$ cat src/rtl/clkbank_pkg.sv
package clkbank_pkg;

    typedef enum logic [1:0] {
        ST_RUN   = 2'd0,
        ST_ARM   = 2'd1,
        ST_DRAIN = 2'd2,
        ST_HALT  = 2'd3
    } seq_state_t;

    // {select, enable}
    typedef enum logic [1:0] {
        CFG_OFF  = 2'b00,
        CFG_MID  = 2'b01,
        CFG_SLOW = 2'b10,
        CFG_PASS = 2'b11
    } bank_cfg_t;

endpackage

$ cat src/rtl/clkbank_seq.sv
module clkbank_seq
    import clkbank_pkg::*;
#(
    parameter int MIN_LOW = 8,
    parameter int PHASE_W = 4
) (
    input  logic               clk,
    input  logic               rst,
    input  logic               sync_n,
    output seq_state_t         state,
    output logic [PHASE_W-1:0] phase,
    output logic               gate,
    output logic               frame_end,
    output logic               sync_lvl
);
    localparam int LOW_W = $clog2(MIN_LOW + 1);

    logic             sync_m, sync_q;
    logic [LOW_W-1:0] low_cnt;
    seq_state_t       state_q, state_d;
    logic [PHASE_W-1:0] phase_q;

    // Two-flop synchronizer, preset to the idle (high) level.
    always_ff @(posedge clk) begin
        if (rst) begin
            sync_m <= 1'b1;
            sync_q <= 1'b1;
        end else begin
            sync_m <= sync_n;
            sync_q <= sync_m;
        end
    end

    assign frame_end = (phase_q == '0);

    // Next-state logic.
    always_comb begin
        state_d = state_q;
        unique case (state_q)
            ST_RUN: begin
                if (!sync_q) state_d = ST_ARM;
            end
            ST_ARM: begin
                if (sync_q)
                    state_d = ST_RUN;
                else if (low_cnt == LOW_W'(MIN_LOW - 1))
                    state_d = ST_DRAIN;
            end
            ST_DRAIN: begin
                if (frame_end) state_d = ST_HALT;
            end
            ST_HALT: begin
                if (sync_q) state_d = ST_RUN;
            end
        endcase
    end

    // State register.
    always_ff @(posedge clk) begin
        if (rst) state_q <= ST_RUN;
        else     state_q <= state_d;
    end

    // Phase counter and low-time filter.
    always_ff @(posedge clk) begin
        if (rst) begin
            phase_q <= '0;
            low_cnt <= '0;
        end else begin
            if (state_q == ST_HALT) phase_q <= '1;
            else                    phase_q <= phase_q - 1'b1;

            if (state_q == ST_RUN && !sync_q)
                low_cnt <= LOW_W'(1);
            else if (state_q == ST_ARM && !sync_q)
                low_cnt <= low_cnt + 1'b1;
            else
                low_cnt <= '0;
        end
    end

    assign state    = state_q;
    assign phase    = phase_q;
    assign gate     = (state_q != ST_HALT);
    assign sync_lvl = sync_q;

endmodule

$ cat src/rtl/clkbank_lane.sv
module clkbank_lane
    import clkbank_pkg::*;
#(
    parameter int PHASE_W  = 4,
    parameter int MID_IDX  = 1,
    parameter int SLOW_IDX = 3
) (
    input  logic               clk,
    input  logic               rst,
    input  logic               gate,
    input  logic               frame_end,
    input  logic [PHASE_W-1:0] phase,
    input  logic [1:0]         cfg,
    output logic               out_p,
    output logic               out_n
);
    bank_cfg_t active_q;
    logic      tap;

    always_comb begin
        unique case (active_q)
            CFG_OFF:  tap = 1'b0;
            CFG_MID:  tap = phase[MID_IDX];
            CFG_SLOW: tap = phase[SLOW_IDX];
            CFG_PASS: tap = phase[0];
        endcase
    end

    always_ff @(posedge clk) begin
        if (rst) begin
            active_q <= CFG_OFF;
            out_p    <= 1'b0;
            out_n    <= 1'b1;
        end else begin
            if (frame_end || !gate) active_q <= bank_cfg_t'(cfg);
            out_p <= gate & tap;
            out_n <= ~(gate & tap);
        end
    end

endmodule

$ cat src/rtl/clkbank_top.sv
module clkbank_top
    import clkbank_pkg::*;
#(
    parameter int NUM_SINGLE = 4,
    parameter int FAN_PAIRS  = 3,
    parameter int MIN_LOW    = 8,
    parameter int MID_DIV    = 2,
    parameter int SLOW_DIV   = 8
) (
    input  logic                      clk,
    input  logic                      rst,
    input  logic                      sync_n,
    input  logic [2*(NUM_SINGLE+1)-1:0] bank_cfg,
    output logic [NUM_SINGLE-1:0]     clk_out_p,
    output logic [NUM_SINGLE-1:0]     clk_out_n,
    output logic [FAN_PAIRS-1:0]      fan_out_p,
    output logic [FAN_PAIRS-1:0]      fan_out_n
);
    localparam int NUM_BANKS = NUM_SINGLE + 1;
    localparam int PHASE_W   = $clog2(2 * SLOW_DIV);
    localparam int MID_IDX   = $clog2(MID_DIV);
    localparam int SLOW_IDX  = $clog2(SLOW_DIV);

    seq_state_t         seq_state;
    logic [PHASE_W-1:0] phase;
    logic               gate, frame_end, sync_lvl;
    logic [NUM_BANKS-1:0] lane_p, lane_n;

    clkbank_seq #(.MIN_LOW(MIN_LOW), .PHASE_W(PHASE_W)) u_seq (
        .clk       (clk),
        .rst       (rst),
        .sync_n    (sync_n),
        .state     (seq_state),
        .phase     (phase),
        .gate      (gate),
        .frame_end (frame_end),
        .sync_lvl  (sync_lvl)
    );

    for (genvar b = 0; b < NUM_BANKS; b++) begin : g_lane
        clkbank_lane #(
            .PHASE_W (PHASE_W),
            .MID_IDX (MID_IDX),
            .SLOW_IDX(SLOW_IDX)
        ) u_lane (
            .clk       (clk),
            .rst       (rst),
            .gate      (gate),
            .frame_end (frame_end),
            .phase     (phase),
            .cfg       (bank_cfg[2*b +: 2]),
            .out_p     (lane_p[b]),
            .out_n     (lane_n[b])
        );
    end

    assign clk_out_p = lane_p[NUM_SINGLE-1:0];
    assign clk_out_n = lane_n[NUM_SINGLE-1:0];

    for (genvar f = 0; f < FAN_PAIRS; f++) begin : g_fan
        assign fan_out_p[f] = lane_p[NUM_SINGLE];
        assign fan_out_n[f] = lane_n[NUM_SINGLE];
    end

endmodule

$ cat config.mk
export PLATFORM = sky130hd
export DESIGN_NAME = clkbank_top
export DESIGN_NICKNAME = d
export VERILOG_FILES = /design/src/rtl/clkbank_pkg.sv /design/src/rtl/clkbank_seq.sv /design/src/rtl/clkbank_lane.sv /design/src/rtl/clkbank_top.sv
export SDC_FILE = /design/constraint.sdc
export NUM_CORES = 1
export LEC_CHECK = 0
export BUFFER_PORTS_ARGS = -buffer_cell sky130_fd_sc_hd__buf_2
export CELL_PAD_IN_SITES_DETAIL_PLACEMENT = 0
export CELL_PAD_IN_SITES_GLOBAL_PLACEMENT = 2
export CORE_MARGIN = 1.5
export CORE_UTILIZATION = 36
export CTS_CLUSTER_SIZE = 14
export DETAILED_ROUTE_END_ITERATION = 10
export PLACE_DENSITY = 0.92
export SLEW_MARGIN = 10
export SYNTH_ARGS = -nofsm -noshare
export SYNTH_HDL_FRONTEND = slang
export SYNTH_SLANG_ARGS = --single-unit
$ cat constraint.sdc
create_clock -name clk -period 2.7 [get_ports clk]
set_input_delay 0.81 -clock clk [delete_from_list [all_inputs] [get_ports clk]]
set_output_delay 0.81 -clock clk [all_outputs]
set_load 0.01 [all_outputs]
==> impl_results.rst, run 1 <==
.. list-table::
   :header-rows: 1

   * - Metric
     - Value
   * - Pre-Repair DR Iteration Count
     - 4
   * - Syn_area_per_cell
     - approximately 9.9 µm²
   * - Initial Utilization
     - a little under two fifths
   * - Core Util, Final
     - about two fifths
   * - Synthesized area
     - roughly 0.0014 mm²
   * - Reg-to-reg setup timing slack
     - 1280 ps
   * - Clock tree from TritonCTS
     - built
   * - Time the final worst path needs with I/O delays and setup
     - 1550 ps
   * - Placement row count
     - 22
   * - Worst hold slack after final layout
     - 408 ps
   * - Vias
     - around 900
   * - Most used cells in the layout excluding fill and tap cells
     - sky130_fd_sc_hd__dfxtp_1 (32), sky130_fd_sc_hd__buf_2 (26), sky130_fd_sc_hd__nand2b_1 (21)
   * - Share of cells above drive strength 1
     - between 20% and 30%
   * - Cts bufs inserted
     - 5
   * - Global-route wire length before repair
     - 4090 µm
   * - Synth warn
     - 0
   * - Kind of launch point of the worst setup path
     - register
   * - Remaining antenna violation count after routing
     - 0
   * - Count of H-tree levels built during CTS
     - 2
   * - Cell chosen for the clock root
     - sky130_fd_sc_hd__clkbuf_8
   * - Register bit count reported by yosys
     - 32
   * - Area leader, netlist
     - sky130_fd_sc_hd__dfxtp_1
   * - Via count of the first global-routing pass
     - about 920
   * - Die width
     - 65.1 µm
   * - Cells taking the most area after synthesis
     - sky130_fd_sc_hd__dfxtp_1 (46%), sky130_fd_sc_hd__nand2b_1 (9.5%), sky130_fd_sc_hd__buf_4 (7.6%)
   * - Max-slew violations
     - 0
   * - Unique masters post-synth
     - 27
   * - Placer congestion estimate
     - roughly 0.74
   * - Overflow left after global routing
     - 0
   * - Power per standard cell area
     - ~700 mW/mm²
   * - Worst endpoint data arrival time
     - roughly 740 ps
   * - Class of the worst hold path
     - register to register
   * - Logic depth of the worst register-to-register path
     - 5
   * - Vertical die dimension
     - ~65 µm
   * - Vias per std cell
     - 4.50
   * - Cell with the largest stage delay on the worst path
     - sky130_fd_sc_hd__dfxtp_1
   * - Kind of end point of the critical path
     - output pin
   * - Final setup TNS
     - 0 ps
   * - Detailed placer's ending HPWL
     - about 1600 µm
   * - Worst R2R Start
     - u_seq.phase[0]$_SDFF_PP0_
   * - Fraction of the cycle the final worst path needs
     - 57.6%
   * - Origin of the worst min-delay path
     - u_seq.sync_m$_SDFF_PP1_
   * - Maximum operating frequency
     - 643 MHz
   * - Maximum number of pins on one net before global-route repair
     - 31
   * - Static leakage
     - 0.648 nW
   * - Class of the most critical setup path
     - register to output pin
   * - Final antenna diode count
     - 0
   * - Peak supply drop
     - 250 µV
   * - # fillers
     - around 370
   * - Most frequent standard cell in the layout excluding fill and tap cells
     - sky130_fd_sc_hd__dfxtp_1
   * - Wire length per cell after detailed routing
     - about 11 µm
   * - Worst clock skew
     - around 2.5 ps
   * - Worst slew slack as a fraction of its limit
     - roughly three quarters
   * - Total global routing track utilization
     - 13.0%
   * - Number of endpoints with negative hold slack in the final report
     - 0
   * - Number of failing setup endpoints in the final timing report
     - 0
   * - Setup repair bufs after CTS
     - 0
   * - Source-to-sink clock delay at the later pin of the worst-skew pair
     - 280 ps
   * - Core Region
     - about 0.0037 mm²
   * - Share of Yosys cell area claimed by the top area cell type
     - a little under half
   * - Top-level port count
     - 27
   * - Result of the run
     - completed
   * - Die ar.
     - ~0.0042 mm²
   * - Crit path cell chain
     - buf_2
   * - Register area
     - between 600 and 700 µm²
   * - Net count of the mapped netlist
     - 155
   * - Pin slew with the least headroom to its limit
     - around 380 ps
   * - Total wire length
     - about 2200 µm
   * - Reg-to-reg critical path endpoint
     - g_lane[4].u_lane.active_q[1]$_SDFFE_PP0P_
   * - Sequential fraction of the synthesis area
     - 46.1%
   * - CTS Hold Buffers Added
     - 0
   * - Worst Hold End
     - u_seq.sync_lvl$_SDFF_PP1_
   * - Critical path fanouts, max
     - 3
   * - Dominant delay contributor by cell family on the critical path
     - flip-flops
   * - Overall power
     - about 0.0011 W
   * - Number of sinks driven by the clock tree
     - 32
   * - Largest stage delay, worst path
     - approximately 340 ps
   * - Worst Hold Path Cells
     - 1
   * - Synth-to-Final Area Change
     - 11.1%
   * - Number of gates given a new drive strength after cts
     - 0
   * - Count of buffering cells on the critical path with inverters included
     - 1
   * - Max-capacitance violation count
     - 0
   * - Area occupied by multi-input gates
     - 603 µm²
   * - Clock slew at the register clock pins of the worst setup and hold paths
     - ~60 ps
   * - Synthesized instance count
     - between 100 and 150
   * - Clock Path Buffers
     - 2
   * - Iter 0 DRT Violations
     - 18
   * - Number of antenna violations at the first check in global routing
     - 0
   * - Port buffer count
     - 26
   * - Setup repair after global routing missed its margin
     - false
   * - Nets@finish
     - between 150 and 200
   * - DRC violation count after routing
     - 0
   * - CP Data Required Time
     - about 1900 ps
-- kinds of logic after synthesis --
family	share of synthesized area [%]
AND/OR/NAND/NOR	19.7
flip-flops	46.1
buffers and inverters	10.5
AO/OA/AOI/OAI	8.11
multiplexers	11.3
XOR/XNOR	2.52
adder cells (fa/ha/maj)	1.80
-- power by group --
| part | leakage (nW) | internal (W) | total [W] | switching (W) |
|---|---|---|---|---|
| logic | 0.341 | 0.0000859 | 0.000153 | 0.0000669 |
| clock network | 0.0455 | 0.000207 | 0.000368 | 0.000160 |
| registers | 0.262 | 0.000512 | 0.000547 | 0.0000346 |
-- cell type report --
class	count	area share, %
Sequential cell	32	41.5
Multi-Input combinational cell	86	39.1
Inverter	3	0.730
Clock buffer	8	5.84
Tap cell	48	3.89
Timing Repair Buffer	27	8.92
-- through the flow --
step           worst slack, ps  std cells  cell area (µm²)
6_report                  1150        204             1540
5_1_grt                   1080        204             1540
4_1_cts                   1130        204             1540
3_5_place_dp               955        196             1450
3_3_place_gp              1010        196             1450
2_1_floorplan             1190        140             1390
-- worst max path at each step --
stage	startpoint	endpoint	cells past startpoint
6_report	g_lane[4].u_lane.out_p$_SDFF_PP0_	fan_out_p[0]	1
5_1_grt	g_lane[4].u_lane.out_p$_SDFF_PP0_	fan_out_p[2]	1
4_1_cts	g_lane[4].u_lane.out_p$_SDFF_PP0_	fan_out_p[0]	1
3_5_place_dp	rst	g_lane[3].u_lane.out_p$_SDFF_PP0_	3
3_3_place_gp	rst	g_lane[1].u_lane.out_p$_SDFF_PP0_	3
2_1_floorplan	rst	u_seq.sync_lvl$_SDFF_PP1_	3
-- worst register-to-register path, delay by kind of cell (launching register included) --
kind / cells / cell delay (ps)
DFF: 1 / 450
buffers and inverters: 2 / 310
adders and majority gates: 1 / 240
muxes: 1 / 220
AOI/OAI and AO/OA: 1 / 130
-- metal layers --
| metal | GRT usage (%) | part of all wire [%] |
|---|---|---|
| met1 | 14.5 | 48 |
| met2 | 20.5 | 44 |
| met3 | 5.99 | 5.1 |
| met4 | 7.03 | 2.4 |
| met5 | 0 | 0 |
-- synth_stat cells --
master                     number
sky130_fd_sc_hd__a21boi_0       1
sky130_fd_sc_hd__nand2b_1      21
sky130_fd_sc_hd__or2_2          3
sky130_fd_sc_hd__buf_4         14
sky130_fd_sc_hd__nand3_1        1
sky130_fd_sc_hd__xor2_1         1
sky130_fd_sc_hd__nand2_2        1
sky130_fd_sc_hd__a221oi_1       1
sky130_fd_sc_hd__a31oi_1        1
sky130_fd_sc_hd__mux2i_1       10
sky130_fd_sc_hd__buf_6          1
sky130_fd_sc_hd__a21boi_1       1
sky130_fd_sc_hd__nand3b_1       5
sky130_fd_sc_hd__and3_1         1
sky130_fd_sc_hd__dfxtp_1       32
sky130_fd_sc_hd__nand2_1        7
sky130_fd_sc_hd__a21o_1         5
sky130_fd_sc_hd__xnor2_1        3
sky130_fd_sc_hd__buf_2          2
sky130_fd_sc_hd__nand4b_1       2
sky130_fd_sc_hd__inv_1          3
sky130_fd_sc_hd__nor3_1         2
sky130_fd_sc_hd__mux2_2         5
sky130_fd_sc_hd__ha_1           2
sky130_fd_sc_hd__clkbuf_1       2
sky130_fd_sc_hd__a21oi_1        9
sky130_fd_sc_hd__nor2_1         4
-- flip-flops by register name (all words and copies together), names as in the netlist, named ones only --
register	count
u_seq.state	1
u_seq.low_cnt	4
g_lane.u_lane.active_q	10
u_seq.phase	4
u_seq.sync_lvl	1
g_lane.u_lane.out_p	5
u_seq.sync_m	1
g_lane.u_lane.out_n	5
Power figures use the tool's default switching activity.
==> run 2: changes to the inputs <==
--- a/config.mk
+++ b/config.mk
@@ -5,14 +5,15 @@
 export SDC_FILE = /design/constraint.sdc
 export NUM_CORES = 1
 export LEC_CHECK = 0
+export ABC_AREA = 1
 export BUFFER_PORTS_ARGS = -buffer_cell sky130_fd_sc_hd__buf_2
 export CELL_PAD_IN_SITES_DETAIL_PLACEMENT = 0
 export CELL_PAD_IN_SITES_GLOBAL_PLACEMENT = 2
 export CORE_MARGIN = 1.5
-export CORE_UTILIZATION = 36
+export CORE_UTILIZATION = 27
 export CTS_CLUSTER_SIZE = 14
 export DETAILED_ROUTE_END_ITERATION = 10
-export PLACE_DENSITY = 0.92
+export PLACE_DENSITY = 0.81
 export SLEW_MARGIN = 10
 export SYNTH_ARGS = -nofsm -noshare
 export SYNTH_HDL_FRONTEND = slang
==> constraint.sdc (replaced) <==
create_clock -name clk -period 1.28 [get_ports clk]
set_input_delay 0.384 -clock clk [delete_from_list [all_inputs] [get_ports clk]]
set_output_delay 0.384 -clock clk [all_outputs]
set_load 0.01 [all_outputs]
==> run 2 against run 1 <==
Effect of this change: worst setup slack worse by 1000 ps; sequential share of layout area is 0.66 points lower; critical path type is now register to register; largest cell class unchanged; design area is 1.6% higher; largest power group unchanged; critical endpoint is now g_lane[2].u_lane.active_q[1]$_SDFFE_PP0P_; count of clock-buffer cells in the layout is 2 lower.
==> impl_results.rst, run 2 <==
.. list-table::
   :header-rows: 1

   * - Metric
     - Value
   * - Result of the run
     - completed
   * - Port buffer count
     - 26 (unchanged)
   * - CP Data Required Time
     - 1450 ps (-440 ps)
   * - Source-to-sink clock delay at the later pin of the worst-skew pair
     - 280 ps (about the same)
   * - Max-capacitance violation count
     - 0 (unchanged)
   * - Ranking of synthesized cells by instance count
     - sky130_fd_sc_hd__dfxtp_1 (32), sky130_fd_sc_hd__nor2_1 (26), sky130_fd_sc_hd__inv_1 (23)
   * - Vias
     - 1059 (+15%)
   * - Vertical die dimension
     - 73.7 µm (+13%)
   * - Setup repair after global routing missed its margin
     - false
   * - Number of failing setup endpoints in the final timing report
     - 0 (unchanged)
   * - # fillers
     - 552 (+48%)
   * - Reg power frac
     - 51.8% (+0.6 points)
   * - Unique masters post-synth
     - 21 (-22%)
   * - Time the final worst path needs with I/O delays and setup
     - about 1100 ps
   * - Slack of the critical path
     - 135 ps (-1010 ps)
   * - Via count of the first global-routing pass
     - 983 (+7.0%)
   * - Max-slew violations
     - 0 (unchanged)
   * - Met1 Routed Length
     - 1130 µm (+4.9%)
   * - Peak supply drop
     - 381 µV (+52%)
   * - Cell chosen for the clock root
     - sky130_fd_sc_hd__clkbuf_8
   * - Number of endpoints with negative hold slack in the final report
     - 0 (unchanged)
   * - Proportion of power drawn by combinational gates
     - 16.5% (+2.2 points)
   * - Worst slew slack as a fraction of its limit
     - 81.2% (+6.4 points)
   * - Number of enable-type register cells in the synthesized netlist
     - 0 (unchanged)
   * - Area leader, netlist
     - sky130_fd_sc_hd__dfxtp_1
   * - Clock slew at the register clock pins of the worst setup and hold paths
     - 60 ps (about the same)
   * - Placer congestion estimate
     - 0.746 (+0.47%)
   * - Overall power
     - 0.00227 W (+110%)
   * - Synth-to-Final Area Change
     - 16.2%
   * - Core Region
     - 0.00475 mm² (+29%)
   * - DRC violation count after routing
     - 0 (unchanged)
   * - Count of H-tree levels built during CTS
     - 2 (unchanged)
   * - Internal portion of total power
     - 0.00162 W (+100%)
   * - Nets@finish
     - 209 (+23%)
   * - Count of placed standard cells in the final layout, fillers left out
     - 261 (+28%)
   * - Wire length per cell after detailed routing
     - 9.48 µm (-13%)
   * - Share of synthesized flip-flops with an asynchronous set or reset
     - 0% (unchanged)
   * - Remaining antenna violation count after routing
     - 0 (unchanged)
   * - Final antenna diode count
     - 0 (unchanged)
   * - Cell with the largest stage delay on the worst path
     - sky130_fd_sc_hd__dfxtp_1
   * - Total global routing track utilization
     - 11.0% (-2.0 points)
   * - Placement row count
     - 25 (+14%)
   * - Most frequent cell after synthesis
     - sky130_fd_sc_hd__dfxtp_1
   * - Worst clock skew
     - 4.97 ps (+2.49 ps)
   * - Syn_area_per_cell
     - 7.84 µm² (-21%)
   * - Worst endpoint data arrival time
     - 1320 ps (+580 ps)
   * - Minimum setup slack after placement
     - 77.5 ps (-877 ps)
   * - Post-synth top flop
     - sky130_fd_sc_hd__dfxtp_1
   * - Crit path cell chain
     - inv_1, ha_2, nand2_1, nand2_4, inv_8, o21ai_0, a21oi_1
   * - Largest stage delay, worst path
     - 310 ps (-30 ps)
   * - Power per standard cell area
     - 1440 mW/mm² (+110%)
   * - Placed Instances
     - 254 (+30%)
   * - Routed met2 length
     - 1120 µm (+14%)
   * - Synthesized area
     - 0.00135 mm² (-2.9%)
   * - Top metal layer carrying routed signals
     - met4
   * - Sequential fraction of the synthesis area
     - 47.5% (+1.4 points)
   * - Final setup TNS
     - 0 ps (unchanged)
   * - Detailed placer's ending HPWL
     - 1810 µm (+13%)
   * - Overflow left after global routing
     - 0 (unchanged)
   * - Clock tree from TritonCTS
     - built
   * - Static leakage
     - 0.760 nW (+17%)
   * - Synth warn
     - 0 (unchanged)
   * - Clk pwr share
     - 31.7% (-2.7 points)
   * - Register area
     - 641 µm² (unchanged)
   * - Met3 wire len
     - 127 µm (+11%)
   * - Regs by FF count
     - g_lane.u_lane.active_q: 10 flops, g_lane.u_lane.out_n: 5 flops, g_lane.u_lane.out_p: 5 flops
   * - Share of cells above drive strength 1
     - 24.2% (-2.7 points)
   * - Most used cells in the layout excluding fill and tap cells
     - sky130_fd_sc_hd__dfxtp_1 (32), sky130_fd_sc_hd__nor2_1 (26), sky130_fd_sc_hd__buf_2 (26)
   * - Clock Path Buffers
     - 2 (unchanged)
   * - Pre-Repair DR Iteration Count
     - 4 (unchanged)
   * - Core Util, Final
     - 33.0% (-8.9 points)
   * - Pin slew with the least headroom to its limit
     - 282 ps (-96.3 ps)
   * - Vias per std cell
     - 4.06 (-9.9%)
   * - Kind of end point of the critical path
     - register
   * - Top-level port count
     - 27 (unchanged)
   * - Cells taking the most area after synthesis
     - sky130_fd_sc_hd__dfxtp_1 (47%), sky130_fd_sc_hd__buf_4 (7.8%), sky130_fd_sc_hd__nand3_1 (7.8%)
   * - Most frequent standard cell in the layout excluding fill and tap cells
     - sky130_fd_sc_hd__dfxtp_1
   * - Kind of launch point of the worst setup path
     - register
   * - Class of the most critical setup path
     - register to register
   * - Largest Register
     - g_lane.u_lane.active_q
   * - Fraction of the cycle the final worst path needs
     - between 80% and 90%
   * - P_sw
     - 0.000642 W (+150%)
   * - Register bit count reported by yosys
     - 32 (unchanged)
   * - Critical path fanouts, max
     - 14 (+11)
   * - Cts bufs inserted
     - 5 (unchanged)
   * - Class of the worst hold path
     - primary input to register
   * - Number of antenna violations at the first check in global routing
     - 0 (unchanged)
   * - Number of flip-flops in the largest register
     - 10 (unchanged)
   * - Number of sinks driven by the clock tree
     - 32 (unchanged)
   * - Initial Utilization
     - 28.4% (-9.3 points)
   * - Switching Fraction
     - 28.3% (+3.8 points)
   * - Global-route wire length before repair
     - 4330 µm (+5.7%)
   * - Die ar.
     - 0.00543 mm² (+28%)
   * - Maximum number of pins on one net before global-route repair
     - 15 (-52%)
   * - Synthesized instance count
     - 172 (+23%)
   * - Total wire length
     - 2470 µm (+11%)
   * - Maximum operating frequency
     - just under 900 MHz
   * - Area occupied by multi-input gates
     - 489 µm² (-19%)
   * - Net count of the mapped netlist
     - 187 (+21%)
   * - Share of Yosys cell area claimed by the top area cell type
     - 47.5% (+1.4 points)
   * - Iter 0 DRT Violations
     - 41 (+23)
   * - Die width
     - 73.7 µm (+13%)
-- run 2: cell types whose count changed after synthesis, sizes merged, moves of 2 or more --
cell	previous run	this run
mux2	5	0
nand2	8	17
mux2i	10	0
o21ai	0	14
xnor2	3	0
inv	3	25
nand2b	21	0
nand3	1	21
nand3b	5	0
a21o	5	0
nand4b	2	0
nor2	4	26
a21boi	2	0
-- run 2: metrics by stage --
| step | hold WS, ps | cell area [µm²] |
|---|---|---|
| final | 288 | 1570 |
| after global routing | 283 | 1570 |
| after CTS | 279 | 1560 |
| after detailed placement | 393 | 1480 |
| after global placement | 391 | 1480 |
| after floorplan | 389 | 1350 |
-- run 2: power by group through the flow --
stage / clock, W / combinational (W) / sequential, W
floorplan: 0 / 0.000299 / 0.00119
global placement: 0 / 0.000367 / 0.00120
detailed placement: 0 / 0.000368 / 0.00120
CTS: 0.000748 / 0.000370 / 0.00117
global route: 0.000790 / 0.000434 / 0.00119
finish: 0.000718 / 0.000373 / 0.00117
-- run 2: metal layers --
layer	up-vias	global-route usage (%)
met5	-	0
met1	448	12.8
met2	32	16.7
li1	572	-
met4	0	8.02
met3	7	3.43
-- run 2: kinds of logic after synthesis --
logic type	after synthesis	synth area share (%)
AOI/OAI and AO/OA	27	10.6
buffers and inverters	42	16.4
xor gates and xnor gates	1	0.649
adders and majority gates	2	1.85
and+or+nand+nor	68	23.0
DFF	32	47.5
-- run 2: worst paths after layout --
| path | start | endpoint | slack, ps | cells past startpoint |
|---|---|---|---|---|
| max reg2reg | u_seq.phase[0]$_SDFF_PP0_ | g_lane[2].u_lane.active_q[1]$_SDFFE_PP0P_ | 130 | 7 |
| min reg2reg | u_seq.sync_m$_SDFF_PP1_ | u_seq.sync_lvl$_SDFF_PP1_ | 410 | 1 |
| min | sync_n | u_seq.sync_m$_SDFF_PP1_ | 290 | 2 |
| max | u_seq.phase[0]$_SDFF_PP0_ | g_lane[2].u_lane.active_q[1]$_SDFFE_PP0P_ | 130 | 7 |
-- run 2: final cells by class --
class                      count  share of cell area, %
clock buffer                   6                   4.63
clock inverter                 1                  0.319
inverter                      25                   6.46
multi-input combinational     98                   31.2
sequential                    32                   40.9
tap                           67                   5.35
timing repair buffer          32                   11.2
-- run 2: repair_timing --
item,in CTS,in global routing
hold buffers,0,0
setup buffers,0,0
resized for setup,0,4
setup endpoints to repair,0,5
-- run 2: worst max-delay path: cells and delay by family, from the launching register on --
kind | cells | cell delay (ps)
flops | 1 | 310
simple gates | 2 | 210
fa+ha+maj | 1 | 200
compound gates | 2 | 180
buf+inv | 2 | 130
==> run 3: changes to the inputs <==
--- a/config.mk
+++ b/config.mk
@@ -10,10 +10,11 @@
 export CELL_PAD_IN_SITES_DETAIL_PLACEMENT = 0
 export CELL_PAD_IN_SITES_GLOBAL_PLACEMENT = 2
 export CORE_MARGIN = 1.5
-export CORE_UTILIZATION = 27
-export CTS_CLUSTER_SIZE = 14
+export CORE_UTILIZATION = 30
+export CTS_CLUSTER_SIZE = 24
 export DETAILED_ROUTE_END_ITERATION = 10
-export PLACE_DENSITY = 0.81
+export GPL_TIMING_DRIVEN = 0
+export PLACE_DENSITY = 0.85
 export SLEW_MARGIN = 10
 export SYNTH_ARGS = -nofsm -noshare
 export SYNTH_HDL_FRONTEND = slang
==> constraint.sdc (replaced) <==
create_clock -name clk -period 1.1 [get_ports clk]
set_input_delay 0.33 -clock clk [delete_from_list [all_inputs] [get_ports clk]]
set_output_delay 0.33 -clock clk [all_outputs]
set_load 0.01 [all_outputs]
==> run 3 against run 2 <==
Effect of this change: the run now ends with setup timing left; critical path type is now register to output pin; critical path depth is 5 lower; design area up 27%; power grew 46%; combinational power increased by 110%; worst setup slack lost 230 ps; register-to-register slack worse by 160 ps; first-iteration DRC count shrank 32%; die area down 9.6%; clock power up 55%; critical endpoint is now fan_out_p[1].
==> impl_results.rst, run 3 (synthesized netlist as in run 2, its figures left out) <==
.. list-table::
   :header-rows: 1

   * - Metric
     - Value
   * - Share of cells above drive strength 1
     - 48.8% (+25 points)
   * - Most congested layer reported by global routing
     - met2
   * - Clock tree from TritonCTS
     - built
   * - Worst clock skew
     - 5.73 ps (+0.764 ps)
   * - Wire length per cell after detailed routing
     - 11.3 µm (+19%)
   * - Core Util, Final
     - 45.8% (+13 points)
   * - Nets@finish
     - 221 (+5.7%)
   * - Time the final worst path needs with I/O delays and setup
     - around 1200 ps
   * - Overall power
     - 0.00331 W (+46%)
   * - Critical path fanouts, max
     - 3 (-11)
   * - Fraction of the cycle the final worst path needs
     - 109%
   * - Global routing usage on met1
     - 17.1% (+4.3 points)
   * - Die width
     - 70.1 µm (-4.9%)
   * - Pre-Repair DR Iteration Count
     - 4 (unchanged)
   * - Class of the worst hold path
     - primary input to register
   * - Slack of the critical path
     - -98.1 ps (-233 ps)
   * - Most frequent standard cell in the layout excluding fill and tap cells
     - sky130_fd_sc_hd__dfxtp_1
   * - Number of failing setup endpoints in the final timing report
     - 12 (+12)
   * - Worst slew slack as a fraction of its limit
     - 82.4% (+1.2 points)
   * - Cts bufs inserted
     - 5 (unchanged)
   * - Register area
     - 663 µm² (+3.5%)
   * - Worst hold slack after final layout
     - 217 ps (-71.3 ps)
   * - Number of endpoints with negative hold slack in the final report
     - 0 (unchanged)
   * - Worst endpoint data arrival time
     - 870 ps (-450 ps)
   * - Setup repair after global routing missed its margin
     - true
   * - Vertical die dimension
     - 70.1 µm (-4.9%)
   * - Maximum number of pins on one net before global-route repair
     - 11 (-4)
   * - Met2 capacity usage during global routing
     - 19.4% (+2.6 points)
   * - Area occupied by multi-input gates
     - 647 µm² (+32%)
   * - Area after DPL
     - 0.00156 mm² (+5.3%)
   * - Max-capacitance violation count
     - 0 (unchanged)
   * - Regs by FF count
     - g_lane.u_lane.active_q: 10 flops, g_lane.u_lane.out_n: 5 flops, g_lane.u_lane.out_p: 5 flops
   * - Static leakage
     - 0.900 nW (+18%)
   * - Result of the run
     - finished, violations left
   * - Iter 0 DRT Violations
     - 28 (-32%)
   * - Final antenna diode count
     - 0 (unchanged)
   * - Placed Instances
     - 250 (-1.6%)
   * - Pin slew with the least headroom to its limit
     - 264 ps (-18.0 ps)
   * - Clock Path Buffers
     - 2 (unchanged)
   * - Global-route wire length before repair
     - 4920 µm (+14%)
   * - Class of the most critical setup path
     - register to output pin
   * - Most used cells in the layout excluding fill and tap cells
     - sky130_fd_sc_hd__dfxtp_1 (24), sky130_fd_sc_hd__buf_6 (23), sky130_fd_sc_hd__inv_1 (21)
   * - Source-to-sink clock delay at the later pin of the worst-skew pair
     - 290 ps (about the same)
   * - Synth-to-Final Area Change
     - 48.0%
   * - Core Region
     - 0.00435 mm² (-8.4%)
   * - Kind of launch point of the worst setup path
     - register
   * - Top-level port count
     - 27 (unchanged)
   * - Met3 Track Usage GR
     - 3.46% (+0.034 points)
   * - Final design area excluding fillers
     - 0.00200 mm² (+27%)
   * - Number of sinks driven by the clock tree
     - 32 (unchanged)
   * - Initial Utilization
     - 31.0% (+2.6 points)
   * - DRC violation count after routing
     - 0 (unchanged)
   * - Vias per std cell
     - 4.44 (+9.3%)
   * - Port buffer count
     - 26 (unchanged)
   * - Max-slew violations
     - 0 (unchanged)
   * - CP Data Required Time
     - 770 ps (-680 ps)
   * - Vias
     - 1149 (+8.5%)
   * - Via count of the first global-routing pass
     - 1061 (+7.9%)
   * - Peak supply drop
     - 751 µV (+97%)
   * - Count of placed standard cells in the final layout, fillers left out
     - 259 (-0.77%)
   * - Largest Register
     - g_lane.u_lane.active_q
   * - Clock slew at the register clock pins of the worst setup and hold paths
     - 70 ps (about the same)
   * - Number of flip-flops in the largest register
     - 10 (unchanged)
   * - Total global routing track utilization
     - 13.1% (+2.1 points)
   * - Placement row count
     - 24 (-4.0%)
   * - Violated checks
     - setup timing
   * - Maximum operating frequency
     - ~830 MHz
   * - Power per standard cell area
     - 1660 mW/mm² (+15%)
   * - Total wire length
     - 2920 µm (+18%)
   * - Kind of end point of the critical path
     - output pin
   * - Detailed placer's ending HPWL
     - 1870 µm (+3.0%)
   * - Placer congestion estimate
     - 0.694 (-6.9%)
   * - # fillers
     - 422 (-24%)
   * - Remaining antenna violation count after routing
     - 0 (unchanged)
   * - Number of antenna violations at the first check in global routing
     - 0 (unchanged)
   * - Cell chosen for the clock root
     - sky130_fd_sc_hd__clkbuf_8
   * - Count of H-tree levels built during CTS
     - 2 (unchanged)
   * - Overflow left after global routing
     - 0 (unchanged)
   * - CTS Hold Buffers Added
     - 0 (unchanged)
   * - Die ar.
     - 0.00491 mm² (-9.6%)
==> run 3: cell count changes in the layout (fill, tap and decap cells not counted), moves of 6 or more <==
cell,previous run,this run
sky130_fd_sc_hd__buf_6,0,23
sky130_fd_sc_hd__o21ai_0,13,3
sky130_fd_sc_hd__o21ai_2,0,10
sky130_fd_sc_hd__nor2_1,26,17
sky130_fd_sc_hd__dfxtp_1,32,24
sky130_fd_sc_hd__nor2_4,0,6
sky130_fd_sc_hd__buf_2,26,13
==> run 3: worst max-delay path, cell delays in order (launching register included) <==
cell and delay, ps:
sky130_fd_sc_hd__dfxtp_4 360, sky130_fd_sc_hd__buf_6 110, sky130_fd_sc_hd__buf_6 110
==> run 3: per-layer routing <==
layer	up-vias	share of wire, %
li1	603	-
met1	508	51
met2	33	42
met3	5	5.4
met4	0	1.8
met5	-	0
==> run 3: worst paths after layout <==
| kind | startpoint | endpoint | slack [ps] | cells after the start |
|---|---|---|---|---|
| hold reg to reg | u_seq.sync_m$_SDFF_PP1_ | u_seq.sync_lvl$_SDFF_PP1_ | 410 | 1 |
| setup reg to reg | u_seq.phase[0]$_SDFF_PP0_ | g_lane[2].u_lane.active_q[0]$_SDFFE_PP0P_ | -30 | 8 |
| setup / recovery | g_lane[4].u_lane.out_p$_SDFF_PP0_ | fan_out_p[1] | -100 | 2 |
| hold / removal | sync_n | u_seq.sync_m$_SDFF_PP1_ | 220 | 2 |
==> run 3: through the flow <==
| stage | setup WS, ps | TNS (ps) |
|---|---|---|
| 2_1_floorplan | 30.1 | 0 |
| 3_3_place_gp | -153 | -1650 |
| 3_5_place_dp | -181 | -1970 |
| 4_1_cts | -90.2 | -562 |
| 5_1_grt | -118 | -1300 |
| 6_report | -98.1 | -715 |
==> run 3: cell type report <==
| type | count | share of cell area, % |
|---|---|---|
| inverters | 25 | 5.20 |
| flip-flops and latches | 32 | 33.2 |
| plain buffers | 9 | 4.64 |
| clock buffers | 6 | 3.64 |
| multi-input cells | 98 | 32.4 |
| repair buffers | 35 | 15.9 |
| well taps | 52 | 3.26 |
| clock inverters | 2 | 1.76 |
==> run 3: power breakdown <==
| part | switching [W] | internal (W) |
|---|---|---|
| combinational | 0.000381 | 0.000409 |
| clock | 0.000440 | 0.000671 |
| sequential | 0.000127 | 0.00128 |
| total | 0.000948 | 0.00236 |
==> run 3: timing repair <==
action | in CTS | in global routing
gates cloned | 1 | 0
resized for setup | 51 | 40
setup endpoints to repair | 28 | 23
setup buffers | 5 | 3
pin swaps | 2 | 13
